[config.mk]
export PLATFORM = sky130hd
export DESIGN_NAME = exu_core
export DESIGN_NICKNAME = d
export VERILOG_FILES = /design/src/rtl/exu_pkg.sv /design/src/rtl/exu_regfile.sv /design/src/rtl/exu_imm_ext.sv /design/src/rtl/exu_alu.sv /design/src/rtl/exu_core.sv
export SDC_FILE = /design/constraint.sdc
export NUM_CORES = 2
export LEC_CHECK = 0
export BUFFER_PORTS_ARGS = -buffer_cell sky130_fd_sc_hd__buf_2
export CAP_MARGIN = 20
export CORE_MARGIN = 3
export CORE_UTILIZATION = 40
export DETAILED_ROUTE_END_ITERATION = 12
export HOLD_SLACK_MARGIN = 0.06
export PLACE_DENSITY = 0.63
export SETUP_SLACK_MARGIN = 0.5
export SKIP_LAST_GASP = 1
export SYNTH_ARGS = -nofsm -noshare
export SYNTH_HDL_FRONTEND = slang
export SYNTH_SLANG_ARGS = --single-unit
[constraint.sdc]
create_clock -name clk -period 6.9 [get_ports clk]
set_clock_uncertainty 0.05 [all_clocks]
set_input_delay 1.38 -clock clk [delete_from_list [all_inputs] [get_ports clk]]
set_output_delay 1.38 -clock clk [all_outputs]
set_load 0.03 [all_outputs]
[src/rtl/exu_pkg.sv]
package exu_pkg;
  localparam int XLEN = 32;
  localparam int NREG = 32;
  localparam int RIDX = $clog2(NREG);
  localparam int IMMW = 16;
  localparam int SHW  = $clog2(XLEN);
  localparam int OPW  = 4;

  typedef enum logic [OPW-1:0] {
    OP_ADD  = 4'd0,
    OP_ADDI = 4'd1,
    OP_SUB  = 4'd2,
    OP_SLL  = 4'd3,
    OP_SRL  = 4'd4,
    OP_AND  = 4'd5,
    OP_ANDI = 4'd6,
    OP_OR   = 4'd7,
    OP_ORI  = 4'd8,
    OP_NOR  = 4'd9,
    OP_XOR  = 4'd10,
    OP_XORI = 4'd11,
    OP_LUI  = 4'd12
  } op_e;
endpackage

[src/rtl/exu_regfile.sv]
module exu_regfile #(
  parameter int W    = 32,
  parameter int N    = 32,
  parameter int NRD  = 3,
  localparam int AW  = $clog2(N)
) (
  input  logic                   clk,
  input  logic                   rst,
  input  logic                   wr_en,
  input  logic [AW-1:0]          wr_idx,
  input  logic [W-1:0]           wr_data,
  input  logic [NRD-1:0][AW-1:0] rd_idx,
  output logic [NRD-1:0][W-1:0]  rd_data
);
  logic [W-1:0] mem [N];

  // Entry 0 is cleared by reset and never written afterwards.
  always_ff @(posedge clk) begin
    if (rst) begin
      mem <= '{default: '0};
    end else if (wr_en && (wr_idx != '0)) begin
      mem[wr_idx] <= wr_data;
    end
  end

  for (genvar g = 0; g < NRD; g++) begin : g_rd
    assign rd_data[g] = mem[rd_idx[g]];
  end

  // an accepted write to a nonzero entry is held the following cycle
  a_r1_write_lands: assert property (@(posedge clk) disable iff (rst)
    (wr_en && wr_idx != '0) |=> (mem[$past(wr_idx)] == $past(wr_data)));
endmodule

[src/rtl/exu_imm_ext.sv]
module exu_imm_ext
  import exu_pkg::*;
(
  input  op_e              op,
  input  logic [IMMW-1:0]  imm,
  output logic [XLEN-1:0]  imm_w
);
  localparam int PADW = XLEN - IMMW;

  always_comb begin
    case (op)
      OP_ADDI:                  imm_w = {{PADW{imm[IMMW-1]}}, imm};
      OP_ANDI, OP_ORI, OP_XORI: imm_w = {{PADW{1'b0}}, imm};
      OP_LUI:                   imm_w = {imm, {PADW{1'b0}}};
      default:                  imm_w = '0;
    endcase
  end
endmodule

[src/rtl/exu_alu.sv]
module exu_alu
  import exu_pkg::*;
(
  input  op_e             op,
  input  logic [XLEN-1:0] a,
  input  logic [XLEN-1:0] b,
  input  logic [XLEN-1:0] imm_w,
  input  logic [SHW-1:0]  shamt,
  output logic [XLEN-1:0] res,
  output logic            known
);
  always_comb begin
    known = 1'b1;
    case (op)
      OP_ADD:  res = a + b;
      OP_ADDI: res = a + imm_w;
      OP_SUB:  res = a - b;
      OP_SLL:  res = a << shamt;
      OP_SRL:  res = a >> shamt;
      OP_AND:  res = a & b;
      OP_ANDI: res = a & imm_w;
      OP_OR:   res = a | b;
      OP_ORI:  res = a | imm_w;
      OP_NOR:  res = ~(a | b);
      OP_XOR:  res = a ^ b;
      OP_XORI: res = a ^ imm_w;
      OP_LUI:  res = imm_w;
      default: begin
        res   = '0;
        known = 1'b0;
      end
    endcase
  end
endmodule

[src/rtl/exu_core.sv]
module exu_core
  import exu_pkg::*;
(
  input  logic            clk,
  input  logic            rst,
  input  logic            in_valid,
  output logic            in_ready,
  input  logic [OPW-1:0]  in_op,
  input  logic [RIDX-1:0] in_rd,
  input  logic [RIDX-1:0] in_rs,
  input  logic [RIDX-1:0] in_rt,
  input  logic [IMMW-1:0] in_imm,
  input  logic [SHW-1:0]  in_shamt,
  input  logic [RIDX-1:0] dbg_idx,
  output logic [XLEN-1:0] dbg_data
);
  localparam int NRD = 3;

  op_e                        op;
  logic [XLEN-1:0]            src_a;
  logic [XLEN-1:0]            src_b;
  logic [XLEN-1:0]            imm_w;
  logic [XLEN-1:0]            res;
  logic                       known;
  logic                       wr_en;
  logic [NRD-1:0][RIDX-1:0]   rd_idx;
  logic [NRD-1:0][XLEN-1:0]   rd_data;

  assign op       = op_e'(in_op);
  assign in_ready = !rst;
  assign wr_en    = in_valid && in_ready && known;

  assign rd_idx   = {dbg_idx, in_rt, in_rs};
  assign src_a    = rd_data[0];
  assign src_b    = rd_data[1];
  assign dbg_data = rd_data[2];

  exu_imm_ext u_ext (
    .op    (op),
    .imm   (in_imm),
    .imm_w (imm_w)
  );

  exu_alu u_alu (
    .op    (op),
    .a     (src_a),
    .b     (src_b),
    .imm_w (imm_w),
    .shamt (in_shamt),
    .res   (res),
    .known (known)
  );

  exu_regfile #(.W(XLEN), .N(NREG), .NRD(NRD)) u_rf (
    .clk     (clk),
    .rst     (rst),
    .wr_en   (wr_en),
    .wr_idx  (in_rd),
    .wr_data (res),
    .rd_idx  (rd_idx),
    .rd_data (rd_data)
  );

  // OR-immediate keeps the upper half of source1
  a_r5_ori_upper: assert property (@(posedge clk) disable iff (rst)
    (wr_en && op == OP_ORI) |-> (res[XLEN-1:IMMW] == src_a[XLEN-1:IMMW]));

  // a nonzero logical right shift clears the top bit
  a_r6_srl_fill: assert property (@(posedge clk) disable iff (rst)
    (wr_en && op == OP_SRL && in_shamt != '0) |-> !res[XLEN-1]);

  // upper-immediate load leaves the low half clear
  a_r8_lui_low: assert property (@(posedge clk) disable iff (rst)
    (wr_en && op == OP_LUI) |-> (res[IMMW-1:0] == '0));

  // without a write the watched register holds its value
  a_r9_no_write_hold: assert property (@(posedge clk) disable iff (rst)
    (!wr_en) |=> ($stable(dbg_data) || !$stable(dbg_idx)));

  // the first cycle after reset sees cleared registers
  a_r10_cleared: assert property (@(posedge clk) disable iff (rst)
    $past(rst) |-> (dbg_data == '0));
endmodule

Word level (Yosys, flattened, before mapping) --
Index checks and enable logic that the tools add are counted.
Cells by class: equal/unequal tests 12, shift-type cells 2, bitwise operators 11, mux-type cells 15, $add $sub $neg 3, reductions and logical operators 9, magnitude comparators 5
Operators by type and width (count):
- $bwmux 1024 | 1
- $bmux 32 s5 | 3
- $pmux 32 s13 | 1
- $mux 32 | 7
- $demux 32 s5 | 1
- $pmux 32 s3 | 1
- $add 32x32->32 | 2
- $and 32x32->32 | 2
- $or 32x32->32 | 2
- $xor 32x32->32 | 2
- $not 32->32 | 1
- $shl 32x5->32 | 1
- $shr 32x5->32 | 1
- $sub 32x32->32 | 1
- $ge 6x6->1 const B | 4
- $not 5->6 | 4
- $eq 4x4->1 const B | 5
- $eq 4x3->1 const B | 4
- $reduce_or 13->1 | 1
- $eq 4x2->1 const B | 2
- $lt 6x1->1 const B | 1
- $reduce_bool 5->1 | 1
- $eq 4x1->1 const B | 1
- $logic_and 1x1->1 | 4
- other kinds (4) | 4
Word-level totals: output and inout port bits 33, logic and storage cells 89, register bits 1024, bits of input ports 48

Logic depth before layout (Yosys ltp) --
word-level depth 8, mapped depth 32, mapped depth without buffers 24

Hierarchy --
A second synthesis with hierarchy kept.
Second synthesis, totals: cells, all modules 9460, area total of the unflattened synthesis 70933.0 um^2
Modules (own cells, without submodules):
- exu_regfile | cells an instance 8000, instances 1, seq. area each 20499.7 um^2, area an instance 61343.8 um^2
- exu_alu | cells an instance 1396, instances 1, seq. area each 0.0 um^2, area an instance 9226.3 um^2
- exu_imm_ext | cells an instance 62, instances 1, seq. area each 0.0 um^2, area an instance 350.3 um^2
- exu_core | cells an instance 2, instances 1, seq. area each 0.0 um^2, area an instance 12.5 um^2

Worst setup path before layout --
Ideal clock, no wire load.
path kind input -> register, start point in in_rt[2], end point reg u_rf.mem[923] (netlist name), arrival 7.093 ns, data required time 6.718 ns, path slack -0.376 ns, path buffers 5, cell stages on the path 29, cell sequence buf_2 > buf_6 > buf_4 > buf_1 > mux4_2 > a22o_1 > a221oi_1 > nand3_1 > inv_1 > ha_1 > nand3_1 > nor2_1 > nand2_1 > nor4_1 > xnor2_1 > a222oi_1 > ha_1 > a21o_1 > a21o_1 > a21o_1 > a21oi_1 > o221ai_1 > a21oi_1 > o21bai_1 > xnor2_1 > nor2_1 > nor4_1 > buf_2 > a21oi_1
Between the ends: longest elaborated chain between the ends 8
RTL lines:
- from (decl) | RTL line exu_core.sv:11 | input logic [RIDX-1:0] in_rt,
- $not 5->6 (implied by the code) * | RTL line exu_regfile.sv:27 | assign rd_data[g] = mem[rd_idx[g]];
- $bmux 32 s5 * | RTL line exu_regfile.sv:27
- $mux 32 (implied by the code) * (2 in a row) | RTL line exu_regfile.sv:27
- branches (longest 2 deep; another with $sub 32x32->32)
- $pmux 32 s13 * | RTL line exu_alu.sv:14 | case (op)
- $bwmux 1024 * | RTL line exu_regfile.sv:22 | mem[wr_idx] <= wr_data;
- to (signal, indexed assignment) | RTL line exu_regfile.sv:22
- to (decl) | RTL line exu_regfile.sv:15 | logic [W-1:0] mem [N];
Mark *: on every way between the ends. The select of a mux whose other input is x is not followed. A chain may end at the register's enable or synchronous reset.

Worst setup path in the final report --
start point in in_rt[3], end point reg u_rf.mem[16] (netlist name)
Same word-level chain as after synthesis.

==> summary.md <==
Summed over all nets, the half-perimeter wirelength after detailed placement is 200000 µm. The endpoint identified for the worst register-to-register timing path is u_rf.mem[403]$_SDFFE_PP0P_. Logic depth of the worst register-to-register path: 24.

The most frequent standard cell in the layout excluding fill and tap cells was o21ai_0. The total power after layout is 15.2 mW, and the transition time at the pin with the least slew margin is 1.23 ns. After the first detailed-routing iteration, the DRC count stood at 11294. The die covers 172000 µm².

The flip-flop count of the largest register, all copies and words added came out at 1024. The first global-routing pass estimated 433000 µm of wire. The width of the chip came out at 415 µm. The highest attainable clock frequency is 154 MHz.

For this design the top-level I/O count stands at 81. The count of H-tree levels built during CTS was 3; the antenna violation net count after detailed routing was 0. The total wire length is 307000 µm. At the end of routability-driven placement, the weighted congestion stood at 1.05. TritonCTS built the clock tree. The root buffer cell chosen for the clock tree is clkbuf_16.

The synthesized netlist cell count came out at 6895. For the core footprint, the log shows 166000 µm². The portion of the post-synthesis area used by sequential elements was 30.6%; the register clock-pin slew on the reported worst setup and hold paths was 0.06 ns.

The final max-slew violation count was 0. Path type of the worst min-delay path: reg -> reg. Register ranked first by flip-flop count: u_rf.mem. Port buffering added 80 buffers.

The flow ran to the end, and the final reports show no timing, DRC or antenna violations. Setup violation total in the final timing report: 0. The synthesized design contains 0 enable-type register cells.

Latest clock arrival within the worst-skew pair: 0.78 ns. For the hold violation total from the final report, the log shows 0. After clock tree synthesis, the flow added hold-fix buffers numbering 0. Entering global routing, the biggest net connects 300 pins. The clock network burns 43.1% of the power. The most used flip-flop cell after synthesis is dfxtp_1. Global routing used 33.8% of the available tracks. Number of register bits inferred by synthesis: 1024. The largest registers in the layout are u_rf.mem x1024.

The post-route clock period utilization was 94.4%. Type of element launching the critical path: a primary input. The number of rows in the core area was 149. Summing every instance area after synthesis gives 67000 µm².

The final critical-path required period works out to 6.51 ns. In this run the power spent charging and discharging nets is 4.42 mW. VDD sags by at most 229 µV. After synthesis, the netlist uses 88 different library cells.

The tools report the terminating pin of the worst hold path as u_rf.mem[1023]$_SDFFE_PP0P_. Power spread over the standard cell area amounts to 191 nW/µm². The reg-to-reg setup timing slack was 1.01 ns. For the worst slack at placement, the log shows -0.632 ns.

The static leakage was 29.7 nW; the cell area after placement was 73300 µm². The top fanout value on the critical path is 31, and the effective utilization at floorplan is 40.4%. Path type of the worst setup path: in -> reg. Dividing the detail-routed wire length by the instance count gives 33.2 µm. The run gives 60533 as the via count of the first global-routing pass. The run gives 0.386 ns as the final worst-path setup slack. The longest clock path from root to sink contains 3 buffers. After detailed routing, the number of remaining DRC violations is 0. Adding up every negative setup slack in the final design gives 0 ns. At the worst endpoint, the required time is 7.54 ns. The number of nets handed over by synthesis was 6982. TritonCTS created 109 clock buffers. Net switching is 29.1% of the power. The share of async-settable or async-resettable flops after synthesis came out at 0%. For the via count of the routed design, the log shows 65199. The total congestion overflow after global routing was 0. The startpoint identified for the worst register-to-register timing path is u_rf.mem[392]$_SDFFE_PP0P_.

Setup repair after global routing could not meet its margin everywhere. Across the run, the number of max-cap violations was 0. The vertical extent of the die is 415 µm. Yosys printed 0 warnings. STA classifies the critical path endpoint as a flop. Cells with a size suffix above 1 make up 30.9% of the layout.

For the number of antenna violations at the first check in global routing, the log shows 17. The number of cells on the worst hold path came out at 1. Dividing the detail-routed via count by the number of cells gives 7.04. Relative area change from synthesis to final layout: 18.9%. The average instance in the mapped netlist occupies 9.71 µm². Sequential cells account for 39.4% of the total power. The tools report the startpoint of the worst hold path as u_rf.mem[1023]$_SDFFE_PP0P_.

The first detailed-routing pass took 8 iterations. In the layout the commonest cells are o21ai_0 (1086), dfxtp_1 (1024), mux4_2 (852). Fill cells in the final layout number 15002. The number of nets in the layout was 7053; the arrival time of the worst setup path was 7.15 ns. The clock sink total was 1024; the worst slew slack as a fraction of its limit was 17.5%.

Once layout is done, the placed cells without fillers occupy 79600 µm². The internal portion of the total power is 10.8 mW. The power share of the combinational group was 17.5%.
how the worst max path moves through the flow:
stage,startpoint,endpoint,slack [ns],cells past startpoint
finish,in_rt[3],u_rf.mem[16]$_SDFFE_PP0P_,0.39,27
global placement,in_rt[1],u_rf.mem[410]$_SDFFE_PP0P_,-0.61,26
global route,in_rt[1],u_rf.mem[987]$_SDFFE_PP0P_,0.32,30
detailed placement,in_rt[1],u_rf.mem[410]$_SDFFE_PP0P_,-0.63,27
CTS,in_rt[2],u_rf.mem[890]$_SDFFE_PP0P_,0.50,32
floorplan,in_rt[1],u_rf.mem[922]$_SDFFE_PP0P_,0.34,24
stage by stage:
step / hold slack (ns) / instances / utilization (%)
detailed placement: 0.434 / 8947 / 44.3
CTS: 0.446 / 9164 / 46.9
global route: 0.455 / 9251 / 48.1
global placement: 0.428 / 8947 / 44.3
floorplan: 0.415 / 6895 / -
finish: 0.448 / 9258 / 48.1
critical path, cell delays in order:
cell      delay [ns]
buf_2           0.20
buf_4           0.17
buf_4           0.12
or2_2           0.36
buf_4           0.20
buf_4           0.16
a21oi_1         0.16
nand3_1         0.15
nand3_4         0.18
inv_4           0.07
ha_4            0.23
a222oi_1        0.40
inv_1           0.11
fa_1            0.43
nor2b_1         0.16
o21a_1          0.15
o21ai_0         0.12
a211o_1         0.39
buf_4           0.18
a21bo_2         0.22
a21oi_1         0.19
a211oi_1        0.12
xnor2_1         0.54
a211o_1         0.28
buf_12          0.20
nor2_1          0.09
nor2_1          0.15
cell type report:
cell class	instances	area (µm²)	area share [%]
clock buffer	140	3070	3.85
clock inverter	64	888	1.12
timing repair buffer	732	7500	9.42
multi-input combinational	5055	44700	56.2
antenna	10	25.0	0.0314
sequential	1024	20500	25.8
tap	2189	2740	3.44
inverter	44	180	0.226
routing by layer:
layer  vias to the layer above  share of wire [%]  track usage [%]
li1                      26594                  -                -
met1                     32270                 37             45.0
met2                      5329                 42             48.5
met3                      1000                 15             10.7
met4                         6                6.2             19.1
met5                         -              0.057            0.472
repair_timing:
action / in CTS / in global routing
endpoints found under the setup margin: 544 / 714
cloned: 2 / 23
setup buffers: 11 / 61
pin swaps: 16 / 92
resized for setup: 32 / 219
Yosys cell counts (all sizes together), types with 6 or more instances:
library cell  count  area share (%)
a2111oi          15            0.23
a211oi           54            0.63
a21o             20            0.22
a21oi           813             6.1
a221o             7            0.10
a221oi           46            0.61
a222oi           10            0.15
a22o             30            0.39
a22oi            76            0.85
a31oi            78            0.73
and2             11            0.10
and3             23            0.21
buf             252             2.0
clkbuf          520             2.9
dfxtp          1024              31
ha               38            0.71
inv              40            0.22
mux2             70             1.2
mux2i           248             3.7
mux4            852              29
nand2           255             1.4
nand2b           19            0.18
nand3            90            0.67
nand4            19            0.18
nor2            713             4.0
nor2b            60            0.56
nor3            130            0.97
nor3b             6           0.067
nor4             18            0.21
o211ai           22            0.25
o21a             11            0.12
o21ai          1107             8.3
o221ai           14            0.18
o22ai            21            0.20
or2               9           0.084
or3              10           0.093
xnor2            59            0.77
xor2             19            0.25
cell families after synthesis:
family	Yosys count	share of synthesized area [%]
compound gates	2387	19.9
flops	1024	30.6
buf+inv	816	5.18
xor+xnor	78	1.02
simple gates	1377	8.94
mux	1170	33.5
fa+ha+maj	43	0.802
power by group through the flow:
stage | logic, mW | registers [mW] | clock network (mW)
global placement | 2.34 | 6.11 | 0
floorplan | 1.39 | 6.10 | 0
detailed placement | 2.34 | 6.11 | 0
finish | 2.66 | 5.99 | 6.56
CTS | 2.38 | 5.98 | 6.57
global route | 2.73 | 5.99 | 6.79
Power figures use the tool's default switching activity.
